===== src/rtl/gpio_pkg.sv =====
package gpio_pkg;
   typedef enum logic [2:0] {
      REG_VAL  = 3'd0,
      REG_DIR  = 3'd1,
      REG_PEN  = 3'd2,
      REG_POL  = 3'd3,
      REG_OD   = 3'd4
   } gpio_reg_e;

   localparam int unsigned GPIO_NREG = 5;
endpackage


===== src/rtl/gpio_sync.sv =====
module gpio_sync #(
   parameter int unsigned WIDTH  = 8,
   parameter int unsigned STAGES = 2
) (
   input  logic             clk,
   input  logic             rst_n,
   input  logic [WIDTH-1:0] d_async,
   output logic [WIDTH-1:0] d_sync
);
   logic [WIDTH-1:0] chain_q [STAGES];

   for (genvar s = 0; s < STAGES; s++) begin : g_stage
      if (s == 0) begin : g_first
         always_ff @(posedge clk or negedge rst_n) begin
            if (!rst_n) chain_q[s] <= '0;
            else        chain_q[s] <= d_async;
         end
      end else begin : g_next
         always_ff @(posedge clk or negedge rst_n) begin
            if (!rst_n) chain_q[s] <= '0;
            else        chain_q[s] <= chain_q[s-1];
         end
      end
   end

   assign d_sync = chain_q[STAGES-1];
endmodule


===== src/rtl/gpio_regfile.sv =====
module gpio_regfile
   import gpio_pkg::*;
#(
   parameter int unsigned PIN_W   = 8,
   parameter int unsigned ADDR_W  = 4,
   parameter int unsigned OFF_VAL = 0,
   parameter int unsigned OFF_DIR = 1,
   parameter int unsigned OFF_PEN = 12,
   parameter int unsigned OFF_POL = 13,
   parameter int unsigned OFF_OD  = 14
) (
   input  logic              clk,
   input  logic              rst_n,
   input  logic              sel,
   input  logic              wr,
   input  logic [ADDR_W-1:0] addr,
   input  logic [PIN_W-1:0]  wdata,
   input  logic [PIN_W-1:0]  pin_sync,
   output logic [PIN_W-1:0]  val_r,
   output logic [PIN_W-1:0]  dir_r,
   output logic [PIN_W-1:0]  pen_r,
   output logic [PIN_W-1:0]  pol_r,
   output logic [PIN_W-1:0]  od_r,
   output logic [PIN_W-1:0]  rdata
);
   localparam logic [ADDR_W-1:0] OFFS [GPIO_NREG] = '{
      ADDR_W'(OFF_VAL), ADDR_W'(OFF_DIR), ADDR_W'(OFF_PEN),
      ADDR_W'(OFF_POL), ADDR_W'(OFF_OD)
   };

   logic [PIN_W-1:0] cfg_q [GPIO_NREG];
   logic [GPIO_NREG-1:0] hit;
   logic [PIN_W-1:0] val_view;
   logic [PIN_W-1:0] rd_nxt;

   for (genvar k = 0; k < GPIO_NREG; k++) begin : g_reg
      assign hit[k] = (addr == OFFS[k]);
      always_ff @(posedge clk or negedge rst_n) begin
         if (!rst_n)                   cfg_q[k] <= '0;
         else if (sel && wr && hit[k]) cfg_q[k] <= wdata;
      end
   end

   assign val_r = cfg_q[REG_VAL];
   assign dir_r = cfg_q[REG_DIR];
   assign pen_r = cfg_q[REG_PEN];
   assign pol_r = cfg_q[REG_POL];
   assign od_r  = cfg_q[REG_OD];

   assign val_view = (dir_r & val_r) | (~dir_r & pin_sync);

   always_comb begin
      rd_nxt = '0;
      for (int k = 0; k < GPIO_NREG; k++) begin
         if (hit[k]) rd_nxt = (k == int'(REG_VAL)) ? val_view : cfg_q[k];
      end
   end

   always_ff @(posedge clk or negedge rst_n) begin
      if (!rst_n)         rdata <= '0;
      else if (sel && !wr) rdata <= rd_nxt;
   end
endmodule


===== src/rtl/gpio_pad_ctl.sv =====
module gpio_pad_ctl #(
   parameter int unsigned PIN_W = 8
) (
   input  logic [PIN_W-1:0] val_r,
   input  logic [PIN_W-1:0] dir_r,
   input  logic [PIN_W-1:0] pen_r,
   input  logic [PIN_W-1:0] pol_r,
   input  logic [PIN_W-1:0] od_r,
   output logic [PIN_W-1:0] pad_out,
   output logic [PIN_W-1:0] pad_oe,
   output logic [PIN_W-1:0] pad_pu,
   output logic [PIN_W-1:0] pad_pd
);
   for (genvar i = 0; i < PIN_W; i++) begin : g_pin
      logic pull_on;
      assign pull_on    = !dir_r[i] && pen_r[i];
      assign pad_out[i] = val_r[i];
      assign pad_oe[i]  = dir_r[i] && (!od_r[i] || !val_r[i]);
      assign pad_pu[i]  = pull_on && !pol_r[i];
      assign pad_pd[i]  = pull_on && pol_r[i];
   end
endmodule


===== src/rtl/gpio_pin_ctl.sv =====
module gpio_pin_ctl #(
   parameter int unsigned PIN_W       = 8,
   parameter int unsigned ADDR_W      = 4,
   parameter int unsigned SYNC_STAGES = 2,
   parameter int unsigned OFF_VAL     = 0,
   parameter int unsigned OFF_DIR     = 1,
   parameter int unsigned OFF_PEN     = 12,
   parameter int unsigned OFF_POL     = 13,
   parameter int unsigned OFF_OD      = 14
) (
   input  logic              clk,
   input  logic              rst_n,
   input  logic              bus_sel,
   input  logic              bus_wr,
   input  logic [ADDR_W-1:0] bus_addr,
   input  logic [PIN_W-1:0]  bus_wdata,
   output logic [PIN_W-1:0]  bus_rdata,
   input  logic [PIN_W-1:0]  pin_in,
   output logic [PIN_W-1:0]  pad_out,
   output logic [PIN_W-1:0]  pad_oe,
   output logic [PIN_W-1:0]  pad_pu,
   output logic [PIN_W-1:0]  pad_pd
);
   localparam longint unsigned ADDR_SPAN = 64'd1 << ADDR_W;

   if (PIN_W < 1) begin : g_bad_width
      $error("gpio_pin_ctl: PIN_W must be at least 1");
   end
   if (SYNC_STAGES < 2) begin : g_bad_sync
      $error("gpio_pin_ctl: SYNC_STAGES must be at least 2");
   end
   if (OFF_VAL >= ADDR_SPAN || OFF_DIR >= ADDR_SPAN || OFF_PEN >= ADDR_SPAN ||
       OFF_POL >= ADDR_SPAN || OFF_OD >= ADDR_SPAN) begin : g_bad_off
      $error("gpio_pin_ctl: register offset outside ADDR_W space");
   end
   if (OFF_VAL == OFF_DIR || OFF_VAL == OFF_PEN || OFF_VAL == OFF_POL ||
       OFF_VAL == OFF_OD  || OFF_DIR == OFF_PEN || OFF_DIR == OFF_POL ||
       OFF_DIR == OFF_OD  || OFF_PEN == OFF_POL || OFF_PEN == OFF_OD  ||
       OFF_POL == OFF_OD) begin : g_dup_off
      $error("gpio_pin_ctl: register offsets must be distinct");
   end

   logic [PIN_W-1:0] pin_sync;
   logic [PIN_W-1:0] val_r, dir_r, pen_r, pol_r, od_r;

   gpio_sync #(.WIDTH(PIN_W), .STAGES(SYNC_STAGES)) u_sync (
      .clk     (clk),
      .rst_n   (rst_n),
      .d_async (pin_in),
      .d_sync  (pin_sync)
   );

   gpio_regfile #(
      .PIN_W(PIN_W), .ADDR_W(ADDR_W), .OFF_VAL(OFF_VAL), .OFF_DIR(OFF_DIR),
      .OFF_PEN(OFF_PEN), .OFF_POL(OFF_POL), .OFF_OD(OFF_OD)
   ) u_regs (
      .clk      (clk),
      .rst_n    (rst_n),
      .sel      (bus_sel),
      .wr       (bus_wr),
      .addr     (bus_addr),
      .wdata    (bus_wdata),
      .pin_sync (pin_sync),
      .val_r    (val_r),
      .dir_r    (dir_r),
      .pen_r    (pen_r),
      .pol_r    (pol_r),
      .od_r     (od_r),
      .rdata    (bus_rdata)
   );

   gpio_pad_ctl #(.PIN_W(PIN_W)) u_pads (
      .val_r   (val_r),
      .dir_r   (dir_r),
      .pen_r   (pen_r),
      .pol_r   (pol_r),
      .od_r    (od_r),
      .pad_out (pad_out),
      .pad_oe  (pad_oe),
      .pad_pu  (pad_pu),
      .pad_pd  (pad_pd)
   );
endmodule


===== config.mk =====
export PLATFORM = sky130hd
export DESIGN_NAME = gpio_pin_ctl
export DESIGN_NICKNAME = d
export VERILOG_FILES = /design/src/rtl/gpio_pkg.sv /design/src/rtl/gpio_sync.sv /design/src/rtl/gpio_regfile.sv /design/src/rtl/gpio_pad_ctl.sv /design/src/rtl/gpio_pin_ctl.sv
export SDC_FILE = /design/constraint.sdc
export NUM_CORES = 1
export LEC_CHECK = 0
export CAP_MARGIN = 10
export CORE_MARGIN = 3
export CORE_UTILIZATION = 30
export CTS_CLUSTER_DIAMETER = 60
export CTS_CLUSTER_SIZE = 12
export DETAILED_ROUTE_END_ITERATION = 12
export DONT_BUFFER_PORTS = 1
export HOLD_SLACK_MARGIN = 0.06
export PLACE_DENSITY = 0.42
export SLEW_MARGIN = 10
export SYNTH_ARGS = -nofsm -noshare
export SYNTH_HDL_FRONTEND = slang
export SYNTH_SLANG_ARGS = --single-unit

===== constraint.sdc =====
create_clock -name clk -period 4 [get_ports clk]
set_input_delay 1 -clock clk [delete_from_list [all_inputs] [get_ports clk]]
set_output_delay 1 -clock clk [all_outputs]
set_load 0.01 [all_outputs]

Word-level counts from Yosys, hierarchy flattened --
Cells that the tools add are included.
Cells by class: muxes and demuxes 5, equality and inequality tests 4, reductions and logical operators 81, bitwise logic cells 4
Operator list (count):
- $mux 8 | 5
- $logic_and 1x1->1 | 39
- $logic_not 1->1 | 33
- $and 8x8->8 | 2
- $eq 4x4->1 const B | 3
- $logic_or 1x1->1 | 8
- $not 8->8 | 1
- $or 8x8->8 | 1
- $eq 4x1->1 const B | 1
- $logic_not 4->1 | 1
Word-level totals: word-level logic and storage cells 102, output and inout port bits 40, flip-flop bits (word level) 64

Logic depth before layout (Yosys ltp) --
Gate-level depths: netlist (run 1).
depth after elaboration 8, gate-level depth with buffers 6, depth with buffers taken out 4

Modules after synthesis --
A second synthesis (run 1) with hierarchy kept.
Second synthesis, totals: cell total of the unflattened synthesis 245, area, all modules 3115.5 µm²
Modules (own cells, without submodules):
- gpio_regfile | cells an instance 189, seq. area each 1201.2 µm², area each 2334.7 µm², instances 1
- gpio_sync | cells an instance 24, seq. area each 400.4 µm², area each 460.4 µm², instances 1
- gpio_pad_ctl | cells an instance 32, seq. area each 0.0 µm², area each 320.3 µm², instances 1

Worst setup path before layout (run 1) --
No wires, ideal clock.
path kind input to register, from input bus_addr[0], to register u_regs.cfg_q (netlist bit u_regs.val_r[0]), setup slack 1644 ps, library setup time 125 ps, arrival time 2232 ps, stages on the path 4, data required time 3875 ps, path through nor4_2 > and3_2 > buf_6 > mux2_2
On the way: word-level cells in the longest chain between the ends 2
RTL lines:
- from (decl) | RTL line gpio_pin_ctl.sv:15 | input logic [ADDR_W-1:0] bus_addr,
- $logic_not 4->1 | RTL line gpio_regfile.sv:37 | assign hit[k] = (addr == OFFS[k]);
- $logic_and 1x1->1 | RTL line gpio_regfile.sv:40 | else if (sel && wr && hit[k]) cfg_q[k] <= wdata;
- to (signal, indexed assignment) | RTL line gpio_regfile.sv:40
- to (decl) | RTL line gpio_regfile.sv:31 | logic [PIN_W-1:0] cfg_q [GPIO_NREG];
Every way passes these cells. A chain may end at the register's enable or synchronous reset.

Final worst setup path (run 1) --
from input bus_addr[2], to register u_regs.cfg_q (netlist bit u_regs.pol_r[3])
On the way: word-level cells in the longest chain between the ends 2
RTL lines (RTL line):
- $eq 4x4->1 | gpio_regfile.sv:37
- $logic_and 1x1->1 | gpio_regfile.sv:40
Every way passes these cells.

==> metrics, run 1 <==
most numerous cell types in the synthesized netlist=dfrtp_1 (64), mux2_2 (40), nor2b_1 (11); number of antenna repair diodes=0; number of top-level pins=64; final worst-path setup slack=1.57 ns; fraction of synthesized cell area in xor and xnor cells=0%; CTS Buffer Depth=2; unrepaired setup endpoints after global routing=no; category of the worst setup path capture point=flop; Synth Instances=218; clock root cell=clkbuf_8; post-synthesis average cell area=13.3 um2; total leakage power=1.31 nW; post-route fraction of the period consumed by the critical path=60.8%; Synth warnings=0; number of hold violations in the final report=0; worst-path maximum fanout=8; number of H-tree levels=3; number of setup buffers added after CTS=0; Worst Hold Class=in -> async; initial DRC count=136; proportion of netlist area held by the largest area contributor=55.1%; dominant cell type by area after synthesis=dfrtp_1; vias in the first global route=1977; largest net degree at the start of global routing=65; DR vias/cell=5.27; final net count=245; CTS sink cnt=64; number of unique standard cell types used by synthesis=32; final routed DRC violation total=0; total non-filler cell area in the finished layout=3260 um2; data arrival time at the worst-slack endpoint=2.66 ns; dominant combinational cell family by area after synthesis=multiplexers; top cells by area in the synthesized netlist=dfrtp_1 (55%), mux2_2 (16%), and3b_1 (2.4%); count of buffers inserted at the top-level ports=0; TritonCTS clock tree=done; quantity of hold-fixing buffers added after cts=0; total power per unit cell area=522 nW/um2; post-DR wirelength/cell=22.2 um; Layout fillers=916; combined area of all synthesized cells=2910 um2; final total power=1.70 mW; share of cells above drive strength 1=30.1%; count of flip-flops with a built-in enable after synthesis=0; # rows=35; post-synthesis adder-cell area fraction=0%; initial antenna violation count=0; width of the die=104 um; outcome=finished, final reports clean; routability-driven placement congestion ratio=0.708; Setup Crit Path Kind=in -> reg; remaining number of nets flagged by the antenna check after routing=0; Detailed Place HPWL=5260 um; post-CTS resize count=0; pins over their slew limit=0; Tmin final=2.43 ns; vias after detailed routing=1872; simple-gate share of the synthesized area=13.3%; fraction of registers with async set/reset=100%; global-route wire length before repair=12400 um; Synthesized Nets=242; post-detailed-routing wire length=7890 um; sequential cell area fraction in the yosys report=55.1%; Fin Setup TNS=0 ns; floorplan core area=9330 um2; Worst-path clk slew=0.07 ns; Register Area=1600 um2; cell with the most instances after synthesis=dfrtp_1; Cell Area, Placed=3030 um2; Initial Utilization=31.1%; peak supply drop=190 uV; slew margin rel.=27.1%; Seq cells post-synth=64; relative area change from synthesis to final layout=12.1%; setup skew after layout=0.00522 ns; Num CTS Buffers=9; slew at the pin closest to its max-slew limit=1.09 ns; die extent in y=104 um; area fraction in compound gates after synthesis=14.0%; Maximum Capacitance Violations=0; All-Layer GR Usage=15.1%; multiplexer share of the synthesized area=15.5%; Primary FF master, synth=dfrtp_1; first-pass iteration count of the detailed router=4; multi-input combinational cell area=1240 um2; Setup-failing EPs final=0; data required time of the worst path=4.23 ns; startpoint of the lowest-slack register-to-register path=u_regs.val_r[2]$_DFFE_PN0P_; Worst Setup Slack post-DPL=1.15 ns; clock insertion delay at the later pin of the skew report=0.34 ns; startpoint kind of the worst setup timing path=input port; Critical path origin=bus_addr[2]; remaining global-route overflow=0; Total Die Area=10900 um2; timing-limited maximum frequency=411 MHz
routing by layer:
| layer | routed length [um] | up-vias | track usage (%) |
|---|---|---|---|
| met1 | 3490 | 959 | 19.6 |
| met4 | 120 | 0 | 5.41 |
| met5 | 0 | - | 0 |
| met3 | 494 | 13 | 5.21 |
| met2 | 3780 | 57 | 23.4 |
| li1 | - | 843 | - |
stage by stage:
stage          hold WS, ns  utilization (%)  cells
2_1_floorplan        0.331                -    218
3_3_place_gp         0.333             32.4    339
3_5_place_dp         0.336             32.4    339
4_1_cts              0.327             34.9    355
5_1_grt              0.314             34.9    355
6_report             0.345             34.9    355
final cells by class:
class	instances	share of cell area, %
timing repair buffer	3	0.692
clock inverter	6	2.84
sequential	64	49.2
tap	129	4.96
multi-input combinational	143	38.1
clock buffer	10	4.23
power by group:
group	internal [mW]	switching (mW)	leakage, nW
registers	0.745	0.119	0.793
logic	0.116	0.0850	0.408
clock network	0.370	0.265	0.109
critical path, cell delays in order:
cell     delay [ns]
and2_2         0.27
nand3_4        0.12
nor2b_1        0.85
mux2_2         0.42
final timing paths:
| kind | endpoint | slack (ns) | cells after the start |
|---|---|---|---|
| max | u_regs.pol_r[3]$_DFFE_PN0P_ | 1.57 | 4 |
| min | u_regs.pol_r[5]$_DFFE_PN0P_ | 0.35 | 0 |
| min in group clk | u_sync.d_sync[2]$_DFF_PN0_ | 0.35 | 0 |
| max in group asynchronous | u_regs.pol_r[3]$_DFFE_PN0P_ | 3.56 | 0 |
| max reg2reg | u_regs.rdata[2]$_DFFE_PN0P_ | 2.48 | 4 |
| min reg2reg | u_sync.d_sync[2]$_DFF_PN0_ | 0.35 | 0 |
state kept, by name, summed over array words and instances, names as in the netlist:
signal          flops
u_regs.dir_r        8
u_regs.od_r         8
u_regs.pen_r        8
u_regs.pol_r        8
u_regs.rdata        8
u_regs.val_r        8
u_sync.chain_q      8
u_sync.d_sync       8
logic make-up after synthesis:
family,after synthesis
DFF,64
AOI/OAI and AO/OA,55
and+or+nand+nor,48
muxes,40
buffers and inverters,11
placed cells by master (no fill, tap or decap), types with 3 or more instances in the layout:
cell type	count
dfrtp_1	64
mux2_2	40
nor2b_1	11
clkbuf_8	10
a22oi_1	9
a21boi_0	8
nor3b_1	8
and3b_1	8
o21ai_0	7
nand3b_1	7
o211ai_1	7
o22ai_1	7
a32oi_1	7
o22a_1	7
buf_4	3
(Power assumes the default switching activity.)
==> run 2: changes to the inputs <==
clock period = 2.35 ns   (was 4 ns; I/O delays follow)
==> metrics, run 2 (same netlist as run 1, synthesis figures left out) <==
commonest non-fill, non-tap cell in the layout=dfrtp_1; Worst Hold Class=in -> async; total leakage power=1.34 nW (+2.1%); slew margin rel.=57.6% (+31 points); Fin Setup TNS=0 ns (unchanged); peak supply drop=396 uV (+110%); setup skew after layout=0.00955 ns (+0.00433 ns); relative area change from synthesis to final layout=13.0%; fraction of power spent switching nets=29.5% (+1.9 points); internal cell power=1.88 mW (+52%); Total Die Area=10900 um2 (unchanged); Crit path buffers/inverters=0 (unchanged); count of buffers inserted at the top-level ports=0 (unchanged); largest net degree at the start of global routing=65 (unchanged); first-pass iteration count of the detailed router=4 (unchanged); dpl cells=348 (+2.7%); post-route fraction of the period consumed by the critical path=76.5%; die extent in y=104 um (unchanged); Cell Area, Placed=3090 um2 (+2.2%); global-route wire length before repair=12500 um (+0.51%); Layout fillers=929 (+1.4%); max incr delay on CP=0.47 ns (-0.38 ns); initial DRC count=98 (-28%); final routed DRC violation total=0 (unchanged); share of cells above drive strength 1=32.1% (+2.0 points); number of H-tree levels=3 (unchanged); slowest library cell on the worst path=dfrtp_1; total non-filler cell area in the finished layout=3280 um2 (+0.81%); delay-heaviest family, CP=flip-flops; DR vias/cell=5.36 (+1.6%); remaining number of nets flagged by the antenna check after routing=0 (unchanged); clock root cell=clkbuf_8; final instance count without filler cells=363 (+2.3%); power share of the clock group=30.8% (-6.5 points); Tmin final=1.80 ns; timing-limited maximum frequency=556 MHz; floorplan core area=9330 um2 (unchanged); total power per unit cell area=811 nW/um2 (+55%); number of antenna repair diodes=0 (unchanged); commonest cells after routing, fill and taps aside=dfrtp_1 (64), mux2_2 (40), buf_4 (12), nor2b_1 (11), clkbuf_8 (10); Comb pwr share=14.1% (+2.2 points); post-DR wirelength/cell=22.1 um (-0.60%); Worst-path clk slew=0.07 ns (about the same); CTS Buffer Depth=2 (unchanged); startpoint kind of the worst setup timing path=flop; All-Layer GR Usage=15.3% (+0.21 points); total net switching power=0.786 mW (+68%); Maximum Capacitance Violations=0 (unchanged); number of hold violations in the final report=0 (unchanged); worst-path maximum fanout=4 (-4); number of top-level pins=64 (unchanged); initial antenna violation count=0 (unchanged); Num CTS Buffers=9 (unchanged); Setup Crit Path Kind=reg -> out; vias after detailed routing=1944 (+3.8%); vias in the first global route=1997 (+1.0%); TritonCTS clock tree=done; data arrival time at the worst-slack endpoint=1.21 ns (-1.45 ns); data required time of the worst path=1.76 ns (-2.47 ns); # rows=35 (unchanged); final net count=255 (+4.1%); sequential group share of total power=55.1% (+4.3 points); clock insertion delay at the later pin of the skew report=0.35 ns (about the same); Initial Utilization=31.1% (unchanged); remaining global-route overflow=0 (unchanged); CTS sink cnt=64 (unchanged); outcome=finished, final reports clean; category of the worst setup path capture point=primary output; number of setup buffers added after CTS=0 (unchanged); post-detailed-routing wire length=8020 um (+1.6%); width of the die=104 um (unchanged); unrepaired setup endpoints after global routing=no; Detailed Place HPWL=5350 um (+1.8%); pins over their slew limit=0 (unchanged); routability-driven placement congestion ratio=0.672 (-5.1%); Setup-failing EPs final=0 (unchanged); quantity of hold-fixing buffers added after cts=1 (+1); post-CTS resize count=0 (unchanged); Cell Chain, Critical Path=a21boi_0; slew at the pin closest to its max-slew limit=0.634 ns (-0.458 ns)
[run 2: cell types whose count changed in the layout (fill, tap and decap cells not counted), sizes merged]
| cell | change |
|---|---|
| clkinv | -1 |
| bufinv | -2 |
| buf | +10 |
| clkbuf | +1 |
[run 2: metrics by stage]
stage,setup WS (ns),util (%),power (mW),hold WS (ns)
5_1_grt,0.437,35.2,2.80,0.114
3_3_place_gp,0.435,33.2,1.84,0.295
4_1_cts,0.522,35.2,2.70,0.112
2_1_floorplan,0.406,-,1.73,0.292
6_report,0.551,35.2,2.66,0.112
3_5_place_dp,0.434,33.2,1.85,0.296
[run 2: power groups by stage]
| stage | registers (mW) | logic, mW | clock network [mW] |
|---|---|---|---|
| after global routing | 1.50 | 0.411 | 0.890 |
| after CTS | 1.47 | 0.383 | 0.846 |
| after detailed placement | 1.50 | 0.353 | 0 |
| after global placement | 1.49 | 0.348 | 0 |
| after floorplan | 1.42 | 0.312 | 0 |
| final | 1.47 | 0.375 | 0.818 |
[run 2: final timing paths]
| kind | from | to | cells past startpoint | slack (ns) |
|---|---|---|---|---|
| setup reg to reg | u_regs.val_r[2]$_DFFE_PN0P_ | u_regs.rdata[2]$_DFFE_PN0P_ | 4 | 0.91 |
| hold / removal | rst_n | u_sync.d_sync[5]$_DFF_PN0_ | 1 | 0.11 |
| max in group asynchronous | rst_n | u_regs.val_r[2]$_DFFE_PN0P_ | 1 | 1.96 |
| setup / recovery | u_regs.val_r[5]$_DFFE_PN0P_ | pad_oe[5] | 1 | 0.55 |
| min in group clk | pin_in[5] | u_sync.chain_q[13]$_DFF_PN0_ | 0 | 0.26 |
| hold reg to reg | u_sync.chain_q[9]$_DFF_PN0_ | u_sync.d_sync[1]$_DFF_PN0_ | 0 | 0.35 |
[run 2: area by class of cell]
type / instances / area [um2] / share of cell area (%)
multi-input cells: 143 / 1240 / 37.8
well taps: 129 / 161 / 4.92
clock inverters: 3 / 20.0 / 0.610
repair buffers: 13 / 118 / 3.58
clock buffers: 11 / 141 / 4.31
flip-flops and latches: 64 / 1600 / 48.8
[run 2: layer usage]
metal	track usage (%)	vias up	routed length (um)
met5	0	-	0
met2	23.0	61	3790
li1	-	868	-
met3	5.90	10	571
met4	5.22	0	114
met1	20.2	1005	3540
